[src/rtl/irqagg_pkg.sv]
package irqagg_pkg;

    // Command operation codes on the register port
    typedef enum logic [1:0] {
        OP_EN_WR  = 2'd0,
        OP_EN_RD  = 2'd1,
        OP_ST_RD  = 2'd2,
        OP_ST_CLR = 2'd3
    } irq_op_e;

endpackage

[src/rtl/irqagg_sync_edge.sv]
module irqagg_sync_edge #(
    parameter int NUM_SRC     = 4,
    parameter int SYNC_STAGES = 2
) (
    input  logic               clk,
    input  logic               rst_n,
    input  logic [NUM_SRC-1:0] raw_in,
    output logic [NUM_SRC-1:0] rise_pulse
);
    localparam int LAST = SYNC_STAGES - 1;

    logic [NUM_SRC-1:0] stage_q [SYNC_STAGES];
    logic [NUM_SRC-1:0] prev_q;

    always_ff @(posedge clk or negedge rst_n) begin
        if (!rst_n) begin
            for (int k = 0; k < SYNC_STAGES; k++) begin
                stage_q[k] <= '0;
            end
            prev_q <= '0;
        end else begin
            stage_q[0] <= raw_in;
            for (int k = 1; k < SYNC_STAGES; k++) begin
                stage_q[k] <= stage_q[k-1];
            end
            prev_q <= stage_q[LAST];
        end
    end

    // Only a low-to-high change of the synchronised level counts
    assign rise_pulse = stage_q[LAST] & ~prev_q;

endmodule

[src/rtl/irqagg_regs.sv]
module irqagg_regs
    import irqagg_pkg::*;
#(
    parameter int NUM_SRC = 4,
    parameter int REG_W   = 8
) (
    input  logic               clk,
    input  logic               rst_n,
    input  logic [NUM_SRC-1:0] rise_pulse,
    input  logic               cmd_valid,
    input  logic [1:0]         cmd_op,
    input  logic [REG_W-1:0]   cmd_wdata,
    output logic               rsp_valid,
    output logic [REG_W-1:0]   rsp_data,
    output logic [NUM_SRC-1:0] enable_q,
    output logic [NUM_SRC-1:0] status_q
);
    irq_op_e            op;
    logic [NUM_SRC-1:0] clr_mask;
    logic [REG_W-1:0]   rd_word;
    logic               is_read;
    logic               wdata_unused;

    assign op           = irq_op_e'(cmd_op);
    assign wdata_unused = ^cmd_wdata[REG_W-1:NUM_SRC];
    assign is_read      = cmd_valid && (op == OP_EN_RD || op == OP_ST_RD);
    assign clr_mask     = (cmd_valid && op == OP_ST_CLR) ? cmd_wdata[NUM_SRC-1:0] : '0;

    always_comb begin
        rd_word = '0;
        if (op == OP_EN_RD) begin
            rd_word[NUM_SRC-1:0] = enable_q;
        end else begin
            rd_word[NUM_SRC-1:0] = status_q;
        end
    end

    always_ff @(posedge clk or negedge rst_n) begin
        if (!rst_n) begin
            enable_q  <= '0;
            status_q  <= '0;
            rsp_valid <= 1'b0;
            rsp_data  <= '0;
        end else begin
            if (cmd_valid && op == OP_EN_WR) begin
                enable_q <= cmd_wdata[NUM_SRC-1:0];
            end
            // A fresh edge overrides a clear in the same cycle
            status_q  <= (status_q & ~clr_mask) | rise_pulse;
            rsp_valid <= is_read;
            rsp_data  <= is_read ? rd_word : '0;
        end
    end

endmodule

[src/rtl/irqagg_drive.sv]
module irqagg_drive #(
    parameter bit OPEN_DRAIN = 1'b1
) (
    input  logic active,
    output logic line_o,
    output logic line_oe
);
    generate
        if (OPEN_DRAIN) begin : g_od
            assign line_o  = 1'b0;
            assign line_oe = active;
        end else begin : g_pp
            assign line_o  = ~active;
            assign line_oe = 1'b1;
        end
    endgenerate
endmodule

[src/rtl/irq_aggregator.sv]
module irq_aggregator #(
    parameter int NUM_SRC     = 4,
    parameter int REG_W       = 8,
    parameter int SYNC_STAGES = 2,
    parameter bit OPEN_DRAIN  = 1'b1
) (
    input  logic               clk,
    input  logic               rst_n,
    input  logic [NUM_SRC-1:0] irq_in,
    input  logic               cmd_valid,
    input  logic [1:0]         cmd_op,
    input  logic [REG_W-1:0]   cmd_wdata,
    output logic               rsp_valid,
    output logic [REG_W-1:0]   rsp_data,
    output logic               intq_o,
    output logic               intq_oe
);
    logic [NUM_SRC-1:0] rise_pulse;
    logic [NUM_SRC-1:0] enable_q;
    logic [NUM_SRC-1:0] status_q;
    logic               irq_active;

    irqagg_sync_edge #(.NUM_SRC(NUM_SRC), .SYNC_STAGES(SYNC_STAGES)) u_sync (
        .clk        (clk),
        .rst_n      (rst_n),
        .raw_in     (irq_in),
        .rise_pulse (rise_pulse)
    );

    irqagg_regs #(.NUM_SRC(NUM_SRC), .REG_W(REG_W)) u_regs (
        .clk        (clk),
        .rst_n      (rst_n),
        .rise_pulse (rise_pulse),
        .cmd_valid  (cmd_valid),
        .cmd_op     (cmd_op),
        .cmd_wdata  (cmd_wdata),
        .rsp_valid  (rsp_valid),
        .rsp_data   (rsp_data),
        .enable_q   (enable_q),
        .status_q   (status_q)
    );

    assign irq_active = |(status_q & enable_q);

    irqagg_drive #(.OPEN_DRAIN(OPEN_DRAIN)) u_drive (
        .active  (irq_active),
        .line_o  (intq_o),
        .line_oe (intq_oe)
    );

endmodule

[config.mk]
export PLATFORM = sky130hd
export DESIGN_NAME = irq_aggregator
export DESIGN_NICKNAME = d
export VERILOG_FILES = /design/src/rtl/irqagg_pkg.sv /design/src/rtl/irqagg_sync_edge.sv /design/src/rtl/irqagg_regs.sv /design/src/rtl/irqagg_drive.sv /design/src/rtl/irq_aggregator.sv
export SDC_FILE = /design/constraint.sdc
export NUM_CORES = 1
export LEC_CHECK = 0
export CAP_MARGIN = 20
export CORE_MARGIN = 5
export CORE_UTILIZATION = 35
export DETAILED_ROUTE_END_ITERATION = 12
export GPL_TIMING_DRIVEN = 0
export MAX_ROUTING_LAYER = met4
export SLEW_MARGIN = 30
export SYNTH_ARGS = -nofsm -noshare
export SYNTH_HDL_FRONTEND = slang
export SYNTH_HIERARCHICAL = 1
export SYNTH_SLANG_ARGS = --single-unit
[constraint.sdc]
create_clock -name clk -period 2.2 [get_ports clk]
set_input_delay 0.55 -clock clk [delete_from_list [all_inputs] [get_ports clk]]
set_output_delay 0.55 -clock clk [all_outputs]
set_load 0.02 [all_outputs]
### Word level (Yosys, flattened, before mapping)

Cells that the tools add are included.
Widths: inputs -> output; s select.

| word-level totals | value |
|---|---|
| register bits | 29 |
| output and inout bits | 11 |
| word-level logic and storage cells | 25 |

| operators by class | value |
|---|---|
| eq/ne operators | 3 |
| muxes and demuxes | 3 |
| bitwise operators | 6 |
| reductions and logical operators | 6 |

Operators with widths:

| kind | count |
|---|---|
| $and 4x4->4 | 3 |
| $mux 4 | 3 |
| $not 4->4 | 2 |
| $eq 2x2->1 const B | 2 |
| $or 4x4->4 | 1 |
| $reduce_or 4->1 | 1 |
| $logic_and 1x1->1 | 3 |
| $eq 2x1->1 const B | 1 |
| $logic_not 2->1 | 1 |
| $logic_or 1x1->1 | 1 |

### Longest topological paths before layout

Gate-level depths: netlist of the first run.

| logic depth | value |
|---|---|
| depth after elaboration | 6 |
| depth in mapped cells | 5 |

### Modules after synthesis

The synthesis of the first run kept the hierarchy.

By module, submodules not included:

| module | times used | cells each | area an instance (um^2) |
|---|---|---|---|
| irqagg_regs | 1 | 47 | 591.8 |
| irqagg_sync_edge | 1 | 16 | 355.3 |
| irq_aggregator | 1 | 3 | 18.8 |
| irqagg_drive | 1 | 3 | 18.8 |

### Least setup slack after synthesis of the first run

No wires, ideal clock.

| timing path | value |
|---|---|
| path kind | input port to flip-flop |
| start point | input cmd_op[1] |
| end point | register u_regs.rsp_data[0] |
| arrival time | 1185 ps |
| path slack | 894 ps |
| cell stages on the path | 5 |
| path buffers | 1 |
| cells stage by stage | inv_1 > ha_1 > clkbuf_1 > mux2i_1 > nor2_1 |

| between the ends | value |
|---|---|
| longest elaborated chain between the ends | 4 |
| elaborated cells on any way between the ends | 6 |
| classes of those cells | 2 x eq/ne; 2 x mux; 2 x reduce/logical |

Ends and longest elaborated chain:

| element | line | text |
|---|---|---|
| start, declared | irq_aggregator.sv:11 | `input logic [1:0] cmd_op,` |
| $eq 2x1->1 or $eq 2x2->1 (tied branches) | irqagg_regs.sv:26, irqagg_regs.sv:31 |  |
| $logic_or 1x1->1 | irqagg_regs.sv:26 | `assign is_read = cmd_valid && (op == OP_EN_RD \|\| op == OP_ST_RD);` |
| $logic_and 1x1->1 | irqagg_regs.sv:26 |  |
| $mux 4 (*) | irqagg_regs.sv:51 | `rsp_data <= is_read ? rd_word : '0;` |
| end signal, assigned | irqagg_regs.sv:51 |  |
| end, declared | irqagg_regs.sv:14 | `output logic [REG_W-1:0] rsp_data,` |

Every way passes the cells marked *; elsewhere a longest branch is shown, timed or not.
A chain may end at the register's enable or synchronous reset.

### Worst setup path in the final report of the first run

| timing path | value |
|---|---|
| start point | register u_regs.status_q[2] |
| end point | output intq_oe |

| between the ends | value |
|---|---|
| longest elaborated chain between the ends | 2 |

Ends and longest elaborated chain:

| element | line | text |
|---|---|---|
| start, declared | irqagg_regs.sv:16 | `output logic [NUM_SRC-1:0] status_q` |
| start signal, assigned | irqagg_regs.sv:49 | `status_q <= (status_q & ~clr_mask) \| rise_pulse;` |
| $and 4x4->4 | irq_aggregator.sv:43 | `assign irq_active = \|(status_q & enable_q);` |
| $reduce_or 4->1 | irq_aggregator.sv:43 |  |
| end, declared | irq_aggregator.sv:16 | `output logic intq_oe` |

No other way between the ends.

==> key figures, run 1 <==
Run status
  • Status: complete, no violations

STA
  • Fin crit share: 90.3%
  • TNS Setup: 0 ns
  • Final Max Slew Viols: 0
  • Unrepaired setup endpoints after global routing: false
  • Worst Clk Skew: 0.00998 ns
  • Final hold violation count: 0
  • Crit path time final: 1.99 ns
  • Slew @ Worst Pin: 0.536 ns
  • Final setup vio count: 0
  • Hold slack final: 0.185 ns
  • Normalized max-slew margin: 64.3%
  • FMAX: 503 MHz

Run
  • Max-cap violation count: 0

Floorplanning
  • IO Pins: 28
  • Die Span X: 63.0 um
  • Area of the core: 0.00273 mm^2
  • Rows: 19
  • Starting Density: 36.0%
  • Die Ht: 63.0 um
  • Die area: 0.00397 mm^2

Critical path
  • Crit path required time: 1.65 ns
  • Reg2reg setup slack: 1.42 ns
  • Worst Reg-to-Reg Cells: 1
  • CP Class: register to output port
  • RR Startpoint: u_regs/enable_q[3]$_DFFE_PN0P_
  • R2r endpoint: u_regs/enable_q[3]$_DFFE_PN0P_
  • Worst Setup SP: u_regs/status_q[2]$_DFF_PN0_
  • CP endpoint: intq_oe
  • Critical Path End Type: output port
  • Critical Path Source Type: register
  • Critical Path Fanout Max: 3
  • CP arrival: 1.44 ns

Placed design
  • Global placement routability congestion: 0.678
  • Cell Area, Placed: 0.00121 mm^2
  • IO Port Bufs: 18

GRT
  • Number of global-route vias before repair: 568
  • Gr usage total: 7.76%
  • First-pass GRT wire length: 2360 um
  • Initial antenna violation count: 0
  • Largest net degree at the start of global routing: 26
  • Grt total ovfl: 0

Pwr
  • Sw Ratio: 25.5%
  • Combinational group share of total power: 17.2%
  • Sw power: 0.000226 W
  • Clock power frac: 23.7%
  • Cell-internal power: 0.000661 W
  • Flop pwr share: 59.0%
  • Leakage: 0.597 nW
  • Pwr dens: 716 mW/mm^2
  • Maximum VDD drop: 0.563 mV

Drt
  • Routed wl met3: 104 um
  • Average wire per standard cell: 11.0 um
  • Via count: 542
  • First-pass iteration count of the detailed router: 3
  • Met2 routed WL: 711 um
  • DR top layer: met4
  • ANT nets after route: 0
  • Starting DRT DRC Count: 9
  • M1 wire length: 544 um
  • # DRC: 0
  • Total Routed Length: 1370 um
  • Via-to-Cell Ratio: 4.34

Synthesis
  • Post-Syn Area: 985 um^2
  • Register area share after synthesis: 63.5%
  • Synth Warn #: 6
  • Post-Syn Instances: 69
  • Syn Area/Cell: 14.3 um^2
  • Yosys reg bits: 25
  • Yosys cell types: 15

Finish
  • Layout cells sized above 1: 21.3%
  • Commonest non-fill, non-tap cell in the layout: dfrtp_1
  • P&R area growth vs syn: 25.9%
  • Post-layout nets: 115
  • Fill cell count: 256
  • # diodes: 0
  • Layout Utilization: 45.4%
  • Most frequent cells in the layout: dfrtp_1, clkdlybuf4s50_1, buf_4
  • Final Cell Area: 0.00124 mm^2

CTS
  • Clock sinks: 25
  • Clock root buffer: clkbuf_4
  • Max clock buf depth: 2
  • CTS tree: built
  • Worst-path clk slew: 0.14 ns
  • CTS buffer count: 3
  • # H-tree levels: 1
  • Clk_lat worst skew: 0.32 ns

Min path
  • Hold Path Class: primary input to async pin
-- worst min-delay path by stage --
stage / start / endpoint / slack, ns / cells past startpoint
after global routing: rst_n / u_regs/status_q[2]$_DFF_PN0_ / 0.21 / 1
after global placement: u_sync/stage_q[4]$_DFF_PN0_ / u_sync/stage_q[0]$_DFF_PN0_ / 0.33 / 0
after floorplan: rst_n / u_regs/enable_q[0]$_DFFE_PN0P_ / 0.25 / 0
final: rst_n / u_regs/status_q[2]$_DFF_PN0_ / 0.18 / 1
after CTS: rst_n / u_regs/status_q[2]$_DFF_PN0_ / 0.19 / 1
after detailed placement: u_sync/stage_q[7]$_DFF_PN0_ / u_sync/stage_q[3]$_DFF_PN0_ / 0.34 / 0
-- final cells by class --
type / instances / area (um^2) / area share (%)
tap: 31 / 38.8 / 3.13
multi-input combinational: 37 / 310 / 25.0
clock inverter: 1 / 8.76 / 0.706
clock buffer: 3 / 22.5 / 1.82
buffer: 7 / 48.8 / 3.94
sequential: 25 / 626 / 50.5
inverter: 3 / 11.3 / 0.908
timing repair buffer: 18 / 174 / 14.0
-- routing by layer --
layer	global-route usage [%]	vias to the layer above
met4	2.39	0
met5	-	-
met3	3.60	2
met2	13.3	17
met1	7.74	259
li1	-	264
-- worst max-delay path, cell delays in order, from the launching register on --
cell           delay, ns
dfrtp_1             0.42
a22oi_1             0.19
nand2_1             0.07
buf_4               0.12
dlygate4sd2_1       0.31
-- cells in the mapped netlist --
library cell	n	share of area [%]
mux2_4	4	6.1
mux2i_1	4	4.1
nor2b_4	4	5.6
a22oi_1	2	1.5
conb_1	2	0.76
clkbuf_1	1	0.38
a21o_1	4	3.0
ha_1	3	3.8
nand2_4	1	1.1
nand3_1	4	2.0
nand2_1	2	0.76
dfrtp_1	25	64
nor2_1	4	1.5
inv_1	3	1.1
buf_4	6	4.6
-- cell families (layout without fill, tap and decap cells) --
kind of cell    count (synthesis)  after routing  synth area share, %
simple gates                   15             15                 11.1
buf+inv                        10             32                 6.10
compound gates                  6              6                 4.57
mux                             8              8                 10.2
fa+ha+maj                       3              3                 3.81
other cells                     2              5                0.763
flops                          25             25                 63.5
-- timing repair --
action / in CTS / in global routing
buffers inserted: 0 / 0
hold buffers: 0 / 0
resized for setup: 1 / 0
endpoints found under the setup margin: 1 / 0
-- state kept, by name, indices dropped and copies added, names as in the netlist --
register          count
u_sync/stage_q        8
u_regs/enable_q       4
u_sync/prev_q         4
u_regs/rsp_data       4
u_regs/rsp_valid      1
u_regs/status_q       4
-- stage by stage --
stage,instances,setup slack (ns),total power [W]
after global placement,121,0.335,0.000689
final,125,0.213,0.000888
after floorplan,72,0.894,0.000623
after detailed placement,121,0.315,0.000692
after global routing,125,0.0968,0.000936
after CTS,125,0.175,0.000907
-- power groups by stage --
stage,Combinational [W],Clock (W),Sequential [W]
4_1_cts,0.000155,0.000227,0.000525
3_5_place_dp,0.000158,0,0.000534
5_1_grt,0.000166,0.000239,0.000530
6_report,0.000153,0.000211,0.000524
2_1_floorplan,0.0000848,0,0.000538
3_3_place_gp,0.000157,0,0.000532
Note: power is estimated with default switching activity, not from simulation.
==> run 2, diff against run 1 <==
Settings changed: CORE_ASPECT_RATIO from default to 0.9, PLACE_DENSITY_LB_ADDON from default to 0.15.
==> run 2 against run 1 <==
  * Worst setup slack lost 0.0018 ns
  * Clock skew down 0.0066 ns
  * Sequential share of layout area shrank 0.40 points
  * Cell area is 0.81% higher
  * First-iteration DRC count decreased by 89%
  * Clock power is 5% lower
  * Sequential cell count is the same
  * Worst hold slack better by 0.0033 ns
  * Register-to-register slack about the same
  * Sequential power hardly changed
  * Global-route usage down 0.59 points
  * Core utilization is 0.51 points higher
  * Largest power group unchanged
==> key figures, run 2 (same netlist as run 1, synthesis figures left out) <==
CTS
  • # H-tree levels: 1 (unchanged)
  • CTS tree: built
  • Worst-path clk slew: 0.13 ns (about the same)
  • Clk_lat worst skew: 0.31 ns (about the same)
  • Clock root buffer: clkbuf_4
  • Max clock buf depth: 2 (unchanged)
  • Clock sinks: 25 (unchanged)
  • CTS buffer count: 3 (unchanged)
  • Setup bufs post-CTS: 0 (unchanged)

Floorplanning
  • Starting Density: 36.1% (+0.12 points)
  • Die Span X: 65.9 um (+4.6%)
  • Die Ht: 60.3 um (-4.3%)
  • Die area: 0.00398 mm^2 (about the same)
  • Rows: 18 (-1)
  • IO Pins: 28 (unchanged)
  • Area of the core: 0.00273 mm^2 (-0.32%)

Drt
  • Average wire per standard cell: 9.84 um (-10%)
  • # DRC: 0 (unchanged)
  • Total Routed Length: 1320 um (-3.7%)
  • First-pass iteration count of the detailed router: 2 (-1)
  • Via count: 535 (-1.3%)
  • Via-to-Cell Ratio: 3.99 (-7.9%)
  • ANT nets after route: 0 (unchanged)
  • Starting DRT DRC Count: 1 (-8)

Critical path
  • Critical Path Source Type: register
  • Slowest-stage cell, CP: dfrtp_1
  • Slowest stage delay, CP: 0.42 ns (about the same)
  • Crit path cell chain: a22oi_1, nand2_1, buf_4, dlygate4sd2_1
  • Worst Setup SP: u_regs/status_q[2]$_DFF_PN0_
  • Critical Path Fanout Max: 3 (unchanged)
  • Worst Reg-to-Reg Cells: 1 (unchanged)
  • Critical Path End Type: output port
  • RR Startpoint: u_regs/enable_q[3]$_DFFE_PN0P_
  • CP endpoint: intq_oe
  • R2r endpoint: u_regs/enable_q[3]$_DFFE_PN0P_
  • CP arrival: 1.44 ns (about the same)
  • Crit path required time: 1.65 ns (about the same)
  • CP Class: register to output port
  • Reg2reg setup slack: 1.42 ns (about the same)

Finish
  • Commonest non-fill, non-tap cell in the layout: dfrtp_1
  • Multi-input logic area: 310 um^2 (unchanged)
  • Fin cells: 134 (+7.2%)
  • Reg with most FFs: u_sync/stage_q
  • Final Cell Area: 0.00125 mm^2 (+0.81%)
  • Area occupied by registers: 626 um^2 (unchanged)
  • P&R area growth vs syn: 26.9%
  • Most frequent cells in the layout: dfrtp_1, clkdlybuf4s50_1, buf_4
  • # diodes: 0 (unchanged)
  • Fill cell count: 250 (-2.3%)
  • Layout cells sized above 1: 21.3% (unchanged)
  • Post-layout nets: 115 (unchanged)
  • Number of flip-flops in the largest register: 8 (unchanged)

Pwr
  • Power, Total: 0.000877 W (-1.2%)
  • Maximum VDD drop: 0.387 mV (-31%)
  • Pwr dens: 702 mW/mm^2 (-2.0%)
  • Leakage: 0.593 nW (-0.73%)

GRT
  • Largest net degree at the start of global routing: 26 (unchanged)
  • Number of global-route vias before repair: 482 (-15%)
  • Initial antenna violation count: 0 (unchanged)
  • Gr usage total: 7.16% (-0.59 points)
  • Grt total ovfl: 0 (unchanged)
  • First-pass GRT wire length: 2010 um (-15%)

STA
  • FMAX: 503 MHz (about the same)
  • Hold slack final: 0.188 ns (+0.00329 ns)
  • Final Max Slew Viols: 0 (unchanged)
  • Slew @ Worst Pin: 0.521 ns (-0.0151 ns)
  • Crit path time final: 1.99 ns (+0.00182 ns)
  • Unrepaired setup endpoints after global routing: false
  • TNS Setup: 0 ns (unchanged)
  • Final setup vio count: 0 (unchanged)
  • Worst Clk Skew: 0.00335 ns (-0.00664 ns)
  • Final hold violation count: 0 (unchanged)
  • Normalized max-slew margin: 65.3% (+1.0 points)
  • Fin crit share: 90.4% (about the same)

Min path
  • Hold Path Class: primary input to async pin

Placed design
  • Inst Count DP: 130 (+7.4%)
  • Global placement routability congestion: 0.679 (+0.13%)
  • Detailed placement HPWL: 1040 um
  • Cell Area, Placed: 0.00122 mm^2 (+0.93%)
  • IO Port Bufs: 18 (unchanged)

Run status
  • Status: complete, no violations

Run
  • Max-cap violation count: 0 (unchanged)
-- run 2: critical path, delay by kind of cell (launching register included) --
family | cells | cell delay, ns
AOI/OAI and AO/OA | 1 | 0.19
buffers and inverters | 2 | 0.44
and+or+nand+nor | 1 | 0.08
DFF | 1 | 0.42
-- run 2: worst min-delay path by stage --
stage,slack [ns],cells after the start,end,startpoint
after global placement,0.33,0,u_sync/stage_q[2]$_DFF_PN0_,u_sync/stage_q[6]$_DFF_PN0_
after CTS,0.20,1,u_sync/prev_q[1]$_DFF_PN0_,rst_n
after floorplan,0.25,0,u_regs/enable_q[0]$_DFFE_PN0P_,rst_n
final,0.19,1,u_regs/rsp_data[1]$_DFF_PN0_,rst_n
after global routing,0.21,1,u_regs/status_q[1]$_DFF_PN0_,rst_n
after detailed placement,0.33,0,u_sync/stage_q[2]$_DFF_PN0_,u_sync/stage_q[6]$_DFF_PN0_
-- run 2: repair_timing --
item	4_1_cts	5_1_grt
setup endpoints to repair	1	0
gates resized for setup	1	0
hold endpoints to repair	0	0
hold buffers	0	0
-- run 2: metal layers --
layer | vias up | wire length (um) | GRT usage, %
met3 | 2 | 128 | 4.70
met5 | - | 0 | -
met1 | 249 | 568 | 7.69
met2 | 21 | 613 | 11.0
met4 | 0 | 8 | 1.78
li1 | 263 | - | -
-- run 2: cell type report --
| class | count | share of cell area, % |
|---|---|---|
| inverter | 3 | 0.901 |
| clock inverter | 1 | 0.601 |
| timing repair buffer | 18 | 13.9 |
| multi-input combinational | 37 | 24.8 |
| clock buffer | 3 | 1.80 |
| buffer | 7 | 3.90 |
| sequential | 25 | 50.1 |
| tap | 40 | 4.00 |
-- run 2: stage by stage --
stage          util [%]  setup slack (ns)
6_report           45.9             0.211
5_1_grt            45.9             0.113
4_1_cts            45.9             0.189
3_5_place_dp       44.8             0.320
3_3_place_gp       45.0             0.316
2_1_floorplan         -             0.894
-- run 2: power by group --
| group | internal [W] | leakage (nW) | switching [W] |
|---|---|---|---|
| Sequential | 0.000499 | 0.292 | 0.0000237 |
| Clock | 0.0000694 | 0.0139 | 0.000132 |
| Combinational | 0.0000884 | 0.286 | 0.0000651 |
| Total | 0.000657 | 0.593 | 0.000220 |
==> run 3, diff against run 2 <==
Clock period 2.2 ns to 2.5 ns, I/O delays scaled along.
==> run 3 against run 2 <==
  * Largest cell class unchanged
  * Sequential cell count stayed put
  * Die area unchanged
  * First-iteration DRC count is the same
  * Largest power group unchanged
  * Routed wire length unchanged
  * Total power fell by 12%
  * Sequential power is 12% lower
  * Register-to-register slack improved by 0.30 ns
  * Clock skew stayed put
  * Clock-buffer cell count did not move
  * Global-route usage did not move
==> key figures, run 3 (same netlist as run 1, synthesis figures left out) <==
Critical path
  • Slowest stage delay, CP: 0.52 ns (+0.10 ns)
  • Critical Path End Type: output port
  • CP Class: register to output port
  • Combined buffer and inverter count along the critical path: 2 (unchanged)
  • Slowest-stage cell, CP: clkdlybuf4s50_1
  • Critical Path Fanout Max: 3 (unchanged)
  • Crit path cell chain: a22oi_1, nand2_1, buf_4, clkdlybuf4s50_1
  • CP arrival: 1.66 ns (+0.22 ns)
  • Crit-path leading delay family: buffers and inverters
  • Crit path required time: 1.88 ns (+0.23 ns)
  • Critical Path Source Type: register

CTS
  • Max clock buf depth: 2 (unchanged)
  • Clk_lat worst skew: 0.31 ns (about the same)
  • Setup bufs post-CTS: 0 (unchanged)
  • Clock sinks: 25 (unchanged)
  • # H-tree levels: 1 (unchanged)
  • CTS tree: built
  • Clock root buffer: clkbuf_4
  • Worst-path clk slew: 0.13 ns (about the same)
  • # hold bufs at CTS: 0 (unchanged)
  • PostCTS Resize Cnt: 0 (-1)
  • CTS buffer count: 3 (unchanged)

Finish
  • Fin cells: 134 (unchanged)
  • Layout Utilization: 45.9% (+0.046 points)
  • Layout cells sized above 1: 21.3% (unchanged)
  • Number of flip-flops in the largest register: 8 (unchanged)
  • P&R area growth vs syn: 27.1%
  • Reg with most FFs: u_sync/stage_q
  • # diodes: 0 (unchanged)
  • Most frequent cells in the layout: dfrtp_1, clkdlybuf4s50_1, buf_4
  • Commonest non-fill, non-tap cell in the layout: dfrtp_1
  • Post-layout nets: 115 (unchanged)

STA
  • Worst Clk Skew: 0.00335 ns (unchanged)
  • Unrepaired setup endpoints after global routing: false
  • Final Max Slew Viols: 0 (unchanged)
  • Normalized max-slew margin: 65.3% (unchanged)
  • Final setup vio count: 0 (unchanged)
  • TNS Setup: 0 ns (unchanged)
  • Fin crit share: 91.2%
  • Worst setup margin: 0.219 ns (+0.00786 ns)
  • Crit path time final: 2.28 ns
  • Final hold violation count: 0 (unchanged)
  • Slew @ Worst Pin: 0.521 ns (unchanged)
  • FMAX: 438 MHz

Placed design
  • IO Port Bufs: 18 (unchanged)
  • Pre-CTS setup slack: 0.545 ns (+0.225 ns)
  • Detailed placement HPWL: 1040 um (unchanged)
  • Inst Count DP: 130 (unchanged)
  • Global placement routability congestion: 0.679 (unchanged)

Floorplanning
  • Die Span X: 65.9 um (unchanged)
  • IO Pins: 28 (unchanged)
  • Rows: 18 (unchanged)
  • Die Ht: 60.3 um (unchanged)
  • Area of the core: 0.00273 mm^2 (unchanged)
  • Die area: 0.00398 mm^2 (unchanged)
  • Starting Density: 36.1% (unchanged)

Pwr
  • Power, Total: 0.000774 W (-12%)
  • Leakage: 0.594 nW (+0.18%)
  • Flop pwr share: 59.4% (-0.2 points)
  • Combinational group share of total power: 17.7% (+0.2 points)
  • Sw power: 0.000194 W (-12%)
  • Cell-internal power: 0.000580 W (-12%)
  • Pwr dens: 619 mW/mm^2 (-12%)
  • Maximum VDD drop: 0.341 mV (-12%)
  • Clock power frac: 22.8% (about the same)
  • Sw Ratio: 25.1% (-0.063 points)

Drt
  • ANT nets after route: 0 (unchanged)
  • # DRC: 0 (unchanged)
  • Average wire per standard cell: 9.84 um (unchanged)
  • First-pass iteration count of the detailed router: 2 (unchanged)
  • Total Routed Length: 1320 um (unchanged)
  • Via count: 535 (unchanged)
  • Via-to-Cell Ratio: 3.99 (unchanged)
  • Starting DRT DRC Count: 1 (unchanged)

Min path
  • Hold Path Class: primary input to async pin

GRT
  • First-pass GRT wire length: 2010 um (unchanged)
  • Number of global-route vias before repair: 482 (unchanged)
  • Largest net degree at the start of global routing: 26 (unchanged)
  • Initial antenna violation count: 0 (unchanged)
  • Gr usage total: 7.16% (unchanged)
  • Grt total ovfl: 0 (unchanged)

Run status
  • Status: complete, no violations

Run
  • Max-cap violation count: 0 (unchanged)
run 3: cell count changes in the layout (fill, tap and decap cells not counted), sizes merged:
cell and change:
dlygate4sd2 -1, clkdlybuf4s50 +1
run 3: path summary, 6_finish.rpt:
path                       slack [ns]                             end                            from  cells after the start
setup / recovery                 0.22                         intq_oe    u_regs/status_q[2]$_DFF_PN0_                      4
hold / removal                   0.26    u_regs/rsp_data[1]$_DFF_PN0_                           rst_n                      1
setup reg to reg                 1.72  u_regs/enable_q[3]$_DFFE_PN0P_  u_regs/enable_q[3]$_DFFE_PN0P_                      1
hold reg to reg                  0.36     u_sync/stage_q[2]$_DFF_PN0_     u_sync/stage_q[6]$_DFF_PN0_                      0
max in group asynchronous        1.89      u_sync/prev_q[3]$_DFF_PN0_                           rst_n                      1
min in group clk                 0.36     u_sync/stage_q[2]$_DFF_PN0_     u_sync/stage_q[6]$_DFF_PN0_                      0
run 3: final cells by class:
| cell class | count | area [um^2] |
|---|---|---|
| buffer | 7 | 48.8 |
| clock buffer | 3 | 22.5 |
| clock inverter | 1 | 7.51 |
| fill | 250 | 1470 |
| inverter | 3 | 11.3 |
| multi-input combinational | 37 | 310 |
| sequential | 25 | 626 |
| tap | 40 | 50.0 |
| timing repair buffer | 18 | 175 |
run 3: layer usage:
| metal | vias to the layer above | GRT usage, % | share of wire (%) |
|---|---|---|---|
| met5 | - | - | 0 |
| met4 | 0 | 1.78 | 0.61 |
| met3 | 2 | 4.70 | 9.7 |
| met1 | 249 | 7.69 | 43 |
| li1 | 263 | - | - |
| met2 | 21 | 11.0 | 47 |
run 3: stage by stage:
step           instance area (um^2)  hold WS, ns
5_1_grt                        1250        0.290
2_1_floorplan                   996        0.329
3_3_place_gp                   1230        0.333
6_report                       1250        0.263
3_5_place_dp                   1220        0.335
4_1_cts                        1250        0.275
run 3: power groups by stage:
stage | Clock (W) | Sequential (W) | Combinational [W]
2_1_floorplan | 0 | 0.000473 | 0.0000746
3_3_place_gp | 0 | 0.000468 | 0.000139
3_5_place_dp | 0 | 0.000468 | 0.000139
4_1_cts | 0.000188 | 0.000461 | 0.000140
5_1_grt | 0.000198 | 0.000465 | 0.000149
6_report | 0.000177 | 0.000460 | 0.000137
